**config.mk**
```make
export PLATFORM = sky130hd
export DESIGN_NAME = freq_meter
export DESIGN_NICKNAME = d
export VERILOG_FILES = /design/src/rtl/freq_meter_pkg.sv /design/src/rtl/fm_sync_edge.sv /design/src/rtl/fm_core.sv /design/src/rtl/fm_fifo.sv /design/src/rtl/freq_meter.sv
export SDC_FILE = /design/constraint.sdc
export NUM_CORES = 1
export LEC_CHECK = 0
export BUFFER_PORTS_ARGS = -buffer_cell sky130_fd_sc_hd__buf_2
export CELL_PAD_IN_SITES_DETAIL_PLACEMENT = 1
export CELL_PAD_IN_SITES_GLOBAL_PLACEMENT = 2
export CORE_MARGIN = 1.5
export CORE_UTILIZATION = 25
export CTS_CLUSTER_DIAMETER = 120
export DETAILED_ROUTE_END_ITERATION = 12
export HOLD_SLACK_MARGIN = 0.03
export PLACE_DENSITY_LB_ADDON = 0.12
export SYNTH_ARGS = -nofsm -noshare
export SYNTH_HDL_FRONTEND = slang
export SYNTH_SLANG_ARGS = --single-unit
export TNS_END_PERCENT = 50
```
**constraint.sdc**
```tcl
create_clock -name clk_i -period 3.15 [get_ports clk_i]
set_input_delay 0.4725 -clock clk_i [delete_from_list [all_inputs] [get_ports clk_i]]
set_output_delay 0.4725 -clock clk_i [all_outputs]
set_load 0.01 [all_outputs]
```
**src/rtl/freq_meter_pkg.sv**
```systemverilog
package freq_meter_pkg;
  typedef enum logic {
    MODE_SAMPLED  = 1'b0,
    MODE_IMPLICIT = 1'b1
  } meas_mode_e;
endpackage

```
**src/rtl/fm_sync_edge.sv**
```systemverilog
module fm_sync_edge #(
  parameter int STAGES = 2
) (
  input  logic clk_i,
  input  logic rst_ni,
  input  logic d_i,
  output logic rise_o
);
  // STAGES synchronizer flops plus one history flop for edge detection
  logic [STAGES:0] sync_q;

  always_ff @(posedge clk_i or negedge rst_ni) begin
    if (!rst_ni) sync_q <= '0;
    else         sync_q <= {sync_q[STAGES-1:0], d_i};
  end

  assign rise_o = sync_q[STAGES-1] & ~sync_q[STAGES];
endmodule

```
**src/rtl/fm_core.sv**
```systemverilog
module fm_core
  import freq_meter_pkg::*;
#(
  parameter int CNT_W  = 32,
  localparam int WORD_W = 2*CNT_W + 1
) (
  input  logic              clk_i,
  input  logic              rst_ni,
  input  logic              en_i,
  input  meas_mode_e        mode_i,
  input  logic              tick_i,
  input  logic              smp_rise_i,
  input  logic              sig_rise_i,
  output logic              push_o,
  output logic [WORD_W-1:0] word_o
);
  localparam logic [CNT_W-1:0] CNT_MAX = '1;
  localparam logic [CNT_W-1:0] CNT_ONE = CNT_W'(1);

  meas_mode_e       mode_q;
  logic             armed_q, ovf_q;
  logic [CNT_W-1:0] tb_cnt_q, sig_cnt_q;
  logic             ref_rise, live, sig_inc;

  assign live     = en_i && (mode_i == mode_q);
  assign ref_rise = (mode_i == MODE_IMPLICIT) ? sig_rise_i : smp_rise_i;
  assign sig_inc  = (mode_i == MODE_SAMPLED) && sig_rise_i;

  always_ff @(posedge clk_i or negedge rst_ni) begin
    if (!rst_ni) begin
      mode_q    <= MODE_SAMPLED;
      armed_q   <= 1'b0;
      ovf_q     <= 1'b0;
      tb_cnt_q  <= '0;
      sig_cnt_q <= '0;
    end else if (!live) begin
      mode_q    <= mode_i;
      armed_q   <= 1'b0;
      ovf_q     <= 1'b0;
      tb_cnt_q  <= '0;
      sig_cnt_q <= '0;
    end else if (ref_rise) begin
      // edge cycle opens the new interval
      armed_q   <= 1'b1;
      ovf_q     <= 1'b0;
      tb_cnt_q  <= tick_i  ? CNT_ONE : '0;
      sig_cnt_q <= sig_inc ? CNT_ONE : '0;
    end else begin
      if (tick_i) begin
        if (tb_cnt_q == CNT_MAX) ovf_q <= 1'b1;
        else                     tb_cnt_q <= tb_cnt_q + CNT_ONE;
      end
      if (sig_inc) begin
        if (sig_cnt_q == CNT_MAX) ovf_q <= 1'b1;
        else                      sig_cnt_q <= sig_cnt_q + CNT_ONE;
      end
    end
  end

  assign push_o = live && ref_rise && armed_q;
  assign word_o = {ovf_q, (mode_i == MODE_IMPLICIT) ? CNT_ONE : sig_cnt_q, tb_cnt_q};

  AST_SAT_HOLD: assert property (@(posedge clk_i) disable iff (!rst_ni)
    (live && !ref_rise && tb_cnt_q == CNT_MAX) |=> (tb_cnt_q == CNT_MAX)) else $error("sat");
  AST_OVF_SET: assert property (@(posedge clk_i) disable iff (!rst_ni)
    (live && !ref_rise && tick_i && tb_cnt_q == CNT_MAX) |=> ovf_q) else $error("ovf");
  AST_DISARM: assert property (@(posedge clk_i) disable iff (!rst_ni)
    !en_i |=> !armed_q) else $error("disarm");
  AST_RESTART: assert property (@(posedge clk_i) disable iff (!rst_ni)
    push_o |=> (tb_cnt_q <= CNT_ONE && !ovf_q)) else $error("restart");
endmodule

```
**src/rtl/fm_fifo.sv**
```systemverilog
module fm_fifo #(
  parameter int W     = 65,
  parameter int DEPTH = 4,
  localparam int PTR_W = (DEPTH > 1) ? $clog2(DEPTH) : 1,
  localparam int CNT_W = $clog2(DEPTH + 1)
) (
  input  logic         clk_i,
  input  logic         rst_ni,
  input  logic         wr_i,
  input  logic [W-1:0] wr_data_i,
  input  logic         rd_i,
  output logic         valid_o,
  output logic [W-1:0] rd_data_o,
  output logic         drop_o
);
  localparam logic [CNT_W-1:0] FULL_CNT = CNT_W'(DEPTH);
  localparam logic [PTR_W-1:0] LAST     = PTR_W'(DEPTH - 1);

  logic [W-1:0]     mem_q [DEPTH];
  logic [PTR_W-1:0] wp_q, rp_q;
  logic [CNT_W-1:0] cnt_q;
  logic             full, do_wr, do_rd;

  assign full    = (cnt_q == FULL_CNT);
  assign do_wr   = wr_i && !full;
  assign do_rd   = rd_i && (cnt_q != '0);
  assign drop_o  = wr_i && full;
  assign valid_o = (cnt_q != '0);
  assign rd_data_o = mem_q[rp_q];

  always_ff @(posedge clk_i or negedge rst_ni) begin
    if (!rst_ni) begin
      wp_q  <= '0;
      rp_q  <= '0;
      cnt_q <= '0;
      for (int i = 0; i < DEPTH; i++) mem_q[i] <= '0;
    end else begin
      if (do_wr) begin
        mem_q[wp_q] <= wr_data_i;
        wp_q <= (wp_q == LAST) ? '0 : wp_q + PTR_W'(1);
      end
      if (do_rd) rp_q <= (rp_q == LAST) ? '0 : rp_q + PTR_W'(1);
      cnt_q <= cnt_q + CNT_W'(do_wr) - CNT_W'(do_rd);
    end
  end

  AST_FIFO_BOUND: assert property (@(posedge clk_i) disable iff (!rst_ni)
    cnt_q <= FULL_CNT) else $error("bound");
  AST_DROP_KEEPS: assert property (@(posedge clk_i) disable iff (!rst_ni)
    (wr_i && full && !rd_i) |=> (cnt_q == FULL_CNT && $stable(wp_q))) else $error("drop");
endmodule

```
**src/rtl/freq_meter.sv**
```systemverilog
module freq_meter
  import freq_meter_pkg::*;
#(
  parameter int CNT_W      = 32,
  parameter int FIFO_DEPTH = 4,
  parameter int SYNC_STG   = 2,
  localparam int WORD_W    = 2*CNT_W + 1
) (
  input  logic              clk_i,
  input  logic              rst_ni,
  input  logic              en_i,
  input  logic              mode_i,
  input  logic              tb_tick_i,
  input  logic              sig_i,
  input  logic              smp_clk_i,
  input  logic              rd_en_i,
  output logic              rd_valid_o,
  output logic [WORD_W-1:0] rd_data_o,
  output logic              overrun_o
);
  logic              smp_rise, sig_rise, push, drop;
  logic [WORD_W-1:0] word;
  logic              overrun_q;

  fm_sync_edge #(.STAGES(SYNC_STG)) u_smp_sync (
    .clk_i(clk_i), .rst_ni(rst_ni), .d_i(smp_clk_i), .rise_o(smp_rise));
  fm_sync_edge #(.STAGES(SYNC_STG)) u_sig_sync (
    .clk_i(clk_i), .rst_ni(rst_ni), .d_i(sig_i), .rise_o(sig_rise));

  fm_core #(.CNT_W(CNT_W)) u_core (
    .clk_i(clk_i), .rst_ni(rst_ni), .en_i(en_i), .mode_i(meas_mode_e'(mode_i)),
    .tick_i(tb_tick_i), .smp_rise_i(smp_rise), .sig_rise_i(sig_rise),
    .push_o(push), .word_o(word));

  fm_fifo #(.W(WORD_W), .DEPTH(FIFO_DEPTH)) u_fifo (
    .clk_i(clk_i), .rst_ni(rst_ni), .wr_i(push), .wr_data_i(word),
    .rd_i(rd_en_i), .valid_o(rd_valid_o), .rd_data_o(rd_data_o), .drop_o(drop));

  always_ff @(posedge clk_i or negedge rst_ni) begin
    if (!rst_ni)   overrun_q <= 1'b0;
    else if (drop) overrun_q <= 1'b1;
  end
  assign overrun_o = overrun_q;

  AST_OVERRUN_STICKY: assert property (@(posedge clk_i) disable iff (!rst_ni)
    overrun_o |=> overrun_o) else $error("sticky");
  AST_OVERRUN_SET: assert property (@(posedge clk_i) disable iff (!rst_ni)
    (push && rd_valid_o && drop) |=> overrun_o) else $error("overrun");
endmodule

```
[Word-level counts from Yosys, hierarchy flattened]
Cells that the tools add are included.
Cells by class
  add/subtract/negate cells: 6
  magnitude comparators: 3
  equal/unequal tests: 11
  muxes and demuxes: 28
  bitwise logic cells: 7
  reductions and logical operators: 12
Operators with widths (count)
  $mux W32: 9
  $bwmux W260: 1
  $mux W65: 3
  $bmux W65 S2: 1
  $demux W65 S2: 1
  $add A32 B1 Y32 const B: 2
  $eq A32 B32 Y1 const B: 2
  $ne A3 B2 Y1 const B: 4
  $mux W1: 11
  $logic_and A1 B1 Y1: 8
  $ge A3 B3 Y1 const B: 2
  $not A2 Y3: 2
  $add A2 B1 Y2 const B: 2
  $eq A2 B2 Y1 const B: 2
  $mux W2: 2
  $reduce_and A2 Y1: 2
  $add A3 B1 Y3: 1
  $eq A3 B3 Y1 const B: 1
  $lt A3 B1 Y1 const B: 1
  $not A1 Y1: 3
  $reduce_bool A3 Y1: 1
  $sub A3 B1 Y3: 1
  $and A1 B1 Y1: 2
  $ne A2 B1 Y1 const B: 1
  other kinds (2): 2
Word-level totals
  flip-flop bits (word level): 341
  input port bits: 8
  word-level logic and storage cells: 82

[Logic depth before layout (Yosys ltp)]
  word-level depth: 8
  depth in mapped cells: 10
  gate-level depth less buffers: 10

[Cells and area by module]
Synthesis repeated with hierarchy kept, for this count alone.
Unflattened totals
  cell total of the unflattened synthesis: 1134
  area total of the unflattened synthesis: 17011.3 um^2
By module, submodules not included
  fm_fifo: instances 1, cells an instance 667, area each 12667.1 um^2
  fm_core: instances 1, cells an instance 457, area each 4135.2 um^2
  fm_sync_edge: instances 2, cells an instance 4, area each 88.8 um^2
  freq_meter: instances 1, cells an instance 2, area each 31.3 um^2

[Worst setup path before layout]
OpenSTA, ideal clock, no wires.
  path type: in2reg
  from: input mode_i
  to: register u_fifo.cnt_q[2]
  setup time: 0.125 ns
  arrival time: 2.313 ns
  path slack: 0.712 ns
  stages on the path: 9
  path through: or3b_1 > o21a_1 > buf_2 > nor4_4 > ha_1 > inv_1 > fa_1 > xnor2_1 > xnor2_1
On the way
  longest elaborated chain between the ends: 7
  elaborated cells on any way between the ends: 8
  those cells by class: add/sub: 2; eq/ne: 1; mux: 1; reduce/logical: 4
Ends and longest elaborated chain
  start: declaration: RTL line freq_meter.sv:12  | input logic mode_i,
  $eq A1 B1 Y1: RTL line fm_core.sv:25  | assign live = en_i && (mode_i == mode_q);
  $logic_and A1 B1 Y1: RTL line fm_core.sv:25
  $logic_and A1 B1 Y1 (*) (2 in series): RTL line fm_core.sv:60  | assign push_o = live && ref_rise && armed_q;
  $logic_and A1 B1 Y1 (*): RTL line fm_fifo.sv:25  | assign do_wr = wr_i && !full;
  net u_fifo.do_wr: RTL line fm_fifo.sv:22  | logic full, do_wr, do_rd;
  $add A3 B1 Y3 (*): RTL line fm_fifo.sv:43  | cnt_q <= cnt_q + CNT_W'(do_wr) - CNT_W'(do_rd);
  $sub A3 B1 Y3 (*): RTL line fm_fifo.sv:43
  end signal: assignment: RTL line fm_fifo.sv:43
  end: declaration: RTL line fm_fifo.sv:21  | logic [CNT_W-1:0] cnt_q;
The timed path passes the listed nets; every way through them passes the cells marked *.
A chain may end at the register's enable or synchronous reset.

[Worst setup path after layout]
  from: register u_fifo.rp_q[1]
  to: output rd_data_o[46]
On the way
  longest elaborated chain between the ends: 4
Ends and longest elaborated chain
  start: declaration: RTL line fm_fifo.sv:20  | logic [PTR_W-1:0] wp_q, rp_q;
  start signal: assignment: RTL line fm_fifo.sv:42  | if (do_rd) rp_q <= (rp_q == LAST) ? '0 : rp_q + PTR_W'(1);
  $not A2 Y3 (not written as such): RTL line fm_fifo.sv:29  | assign rd_data_o = mem_q[rp_q];
  $bmux W65 S2: RTL line fm_fifo.sv:29
  $mux W65 (not written as such) (2 in series): RTL line fm_fifo.sv:29
  end: declaration: RTL line freq_meter.sv:18  | output logic [WORD_W-1:0] rd_data_o,
Every way passes these cells. The select of a mux whose other input is x is not followed.

==> out/qor.csv <==
stage,metric,value,unit
timing,rsz0062_at_grt,no,
clock_network,clk_path_buf_depth,3,
clock_network,cts_inserted_buffers,43,
logic_synthesis,synth_area,0.0158,sq mm
power_and_ir_drop,power.density,578,mW/mm^2
final_layout,n_fill_cell,6751,
drt,via_per_inst,4.62,
timing,min_period,2.89,ns
grt,globalRouteOverflowTotal,0,
grt,grt_pass1_wl,66.6,mm
die,pin_count,75,
setup_path,path_class,flip-flop to primary output,
logic_synthesis,synth_edf_count,0,
grt,grt_use_met1,17.9,%
final_layout,syn2layout_area_growth,18.7,%
die,core_area,0.0629,sq mm
timing,whs,0.0930,ns
drt,antenna_left,0,
drt,dr.pass1.iters,4,
power_and_ir_drop,p_leak,0.00846,uW
run,maxCapViolCount,0,
logic_synthesis,ys_seq_elements,341,
timing,fin_tns_setup,0,ns
setup_path,path_depth,3,
grt,met3_usage,2.20,%
setup_path,max_stage_delay,0.89,ns
place,numPortBuffers,74,
logic_synthesis,yosys_warnings,0,
clock_network,cts_tree,built,
setup_path,crit_path_cell_trace,buf_4 -> mux4_2 -> buf_2,
clock_network,cts.htree.levels,2,
timing,slew-limit-headroom,50.0,%
logic_synthesis,syn_inst,1143,
setup_path,worstRegToRegCells,5,
clock_network,cts_root_buffer,clkbuf_16,
setup_path,end_kind,primary output,
drt,drtIter0Drc,336,
final_layout,fin_nets,1242,
die,row_count,92,
drt,wl_per_cell,19.8,um
status,outcome,finished clean,
logic_synthesis,synth-main-ff-cell,dfrtp_1,
setup_path,startpoint_type,flip-flop,
setup_path,slowest_stage,dfrtp_4,
die,die_w,255,um
final_layout,drive_gt1_share,41.2,%
power_and_ir_drop,ir_drop,0.000287,V
timing,setup_viol,0,
place,dpl.hpwl,26.7,mm
setup_path,cp_data_arrival_time,2.42,ns
grt,antenna_found_initial,1,
die,start_util,25.2,%
logic_synthesis,synth_most_common_cell,dfrtp_1,
drt,vias,9713,
drt,drcViolationCount,0,
grt,grt_max_degree,59,
setup_path,cp.required,2.68,ns
min_path,hold_class,input port to flip-flop,
setup_path,path_buf_inv,2,
grt,track_usage,13.4,%
logic_synthesis,yosys-top-cells-area,"dfrtp_1, mux2_2, mux4_2",
die,die_h,255,um
logic_synthesis,syn_nets,1161,
timing,slew_viol_final,0,
grt,grt_pass1_vias,10800,
logic_synthesis,postSynthAreaPerCell,13.8,sq um
logic_synthesis,synth.top_cell.area_share,53.9,%
setup_path,path_delay_family,flip-flops,
grt,grt_use_met2,22.4,%
logic_synthesis,synth.distinct_cells,60,
timing,finalHoldViolations,0,
timing,min_period_over_period,91.8,%
grt,top_usage_layer,met2,
die,dieArea,0.0648,sq mm
clock_network,clk_latency,0.56,ns
timing,max_freq,346,MHz
clock_network,clock_sinks,341,
timing,clock_skew,0.0153,ns
clock_network,cts.reportedPaths.clkPinSlew,0.06,ns
min_path,hold_depth,1,
timing,worst_pin_slew,0.750,ns
place,gp_congestion,0.679,
logic_synthesis,synthTopCellsByCount,"dfrtp_1, mux2_2, mux4_2",
logic_synthesis,synth_largest_area_cell,dfrtp_1,
logic_synthesis,seq_area_frac_synth,53.9,%
setup_path,crit_fanout,36,
logic_synthesis,synthArstFlopShare,100,%
drt,drt-total-wl,41.7,mm
## cell usage in the layout (no fill, tap or decap), types with 4 or more instances in the layout
master / Yosys / routed
dfrtp_1: 341 / 339
mux2_2: 251 / 251
buf_2: 10 / 73
mux4_2: 65 / 65
a21oi_1: 50 / 50
o21ai_0: 44 / 44
clkbuf_16: 0 / 43
or3_1: 42 / 42
nand2_1: 39 / 39
nor2b_1: 28 / 28
nand3_1: 25 / 24
nor2_1: 22 / 22
buf_4: 5 / 21
inv_1: 19 / 19
buf_12: 0 / 17
nand4_1: 16 / 16
clkbuf_8: 0 / 12
or4_1: 11 / 11
mux2_1: 10 / 10
ha_1: 9 / 9
clkbuf_1: 37 / 9
and4_1: 8 / 8
o31ai_1: 8 / 8
nor3_1: 6 / 6
xnor2_1: 5 / 5
and3_1: 5 / 5
o21a_1: 4 / 4
and2_4: 0 / 4
xor2_1: 4 / 4
and2_1: 8 / 4
nor4_1: 4 / 4
clkinv_2: 0 / 4
bufinv_16: 0 / 4
## stage by stage
step	setup slack, ns	std cells	total power (uW)	utilization (%)	instance area (sq um)
detailed placement	0.509	2022	5950	27.5	17300
global placement	0.525	2022	5940	27.5	17300
CTS	0.147	2101	11200	29.9	18800
floorplan	0.712	1143	5370	-	15800
global route	0.135	2101	11400	29.9	18800
finish	0.257	2102	10900	29.9	18800
## registers in the layout, summed over array words and instances, names as in the netlist
name,flops
u_fifo.mem_q,260
u_core.sig_cnt_q,32
u_core.tb_cnt_q,32
u_fifo.cnt_q,3
u_sig_sync.sync_q,3
u_smp_sync.sync_q,3
u_fifo.rp_q,2
u_fifo.wp_q,2
overrun_o,1
u_core.armed_q,1
u_core.mode_q,1
u_core.ovf_q,1
## kinds of logic after synthesis
family / after synthesis / synth area share [%]
flops: 341 / 53.9
mux: 326 / 27.8
simple gates: 232 / 8.69
compound gates: 127 / 4.73
buf+inv: 98 / 3.53
fa+ha+maj: 10 / 0.838
xor+xnor: 9 / 0.498
## final timing paths
kind                            slack, ns                 start                    to
worst max-delay path                 0.26        u_fifo.rp_q[1]         rd_data_o[46]
worst max register to register       0.58    u_core.tb_cnt_q[2]   u_core.tb_cnt_q[25]
min in group asynchronous            0.47                rst_ni     u_fifo.mem_q[237]
max in group asynchronous            1.73                rst_ni     u_fifo.mem_q[149]
worst min register to register       0.36  u_sig_sync.sync_q[0]  u_sig_sync.sync_q[1]
worst min-delay path                 0.09                mode_i         u_core.mode_q
## metal layers
metal | routed length (um) | up-vias
li1 | - | 4390
met4 | 650 | 2
met2 | 20400 | 102
met5 | 16 | -
met1 | 19400 | 5172
met3 | 1200 | 47
## power breakdown
part           internal (uW)  total (uW)  switching [uW]  leakage [uW]
registers               4440        4690             250       0.00473
clock network           3120        5060            1950      0.000713
logic                    524        1100             579       0.00302
## area by class of cell
class	count	area (sq um)	area share (%)
Sequential cell	341	8540	45.5
Multi-Input combinational cell	704	6750	36.0
Clock buffer	64	1270	6.79
Tap cell	846	1060	5.64
Timing Repair Buffer	115	908	4.84
Clock inverter	12	174	0.926
Inverter	19	71.3	0.380
Antenna cell	1	2.50	0.0133
## repair_timing
action	in CTS	in global routing
hold buffers	3	0
endpoints found under the hold margin	55	0
buffers inserted	0	0
gates resized for setup	0	0
Power figures use the tool's default switching activity.
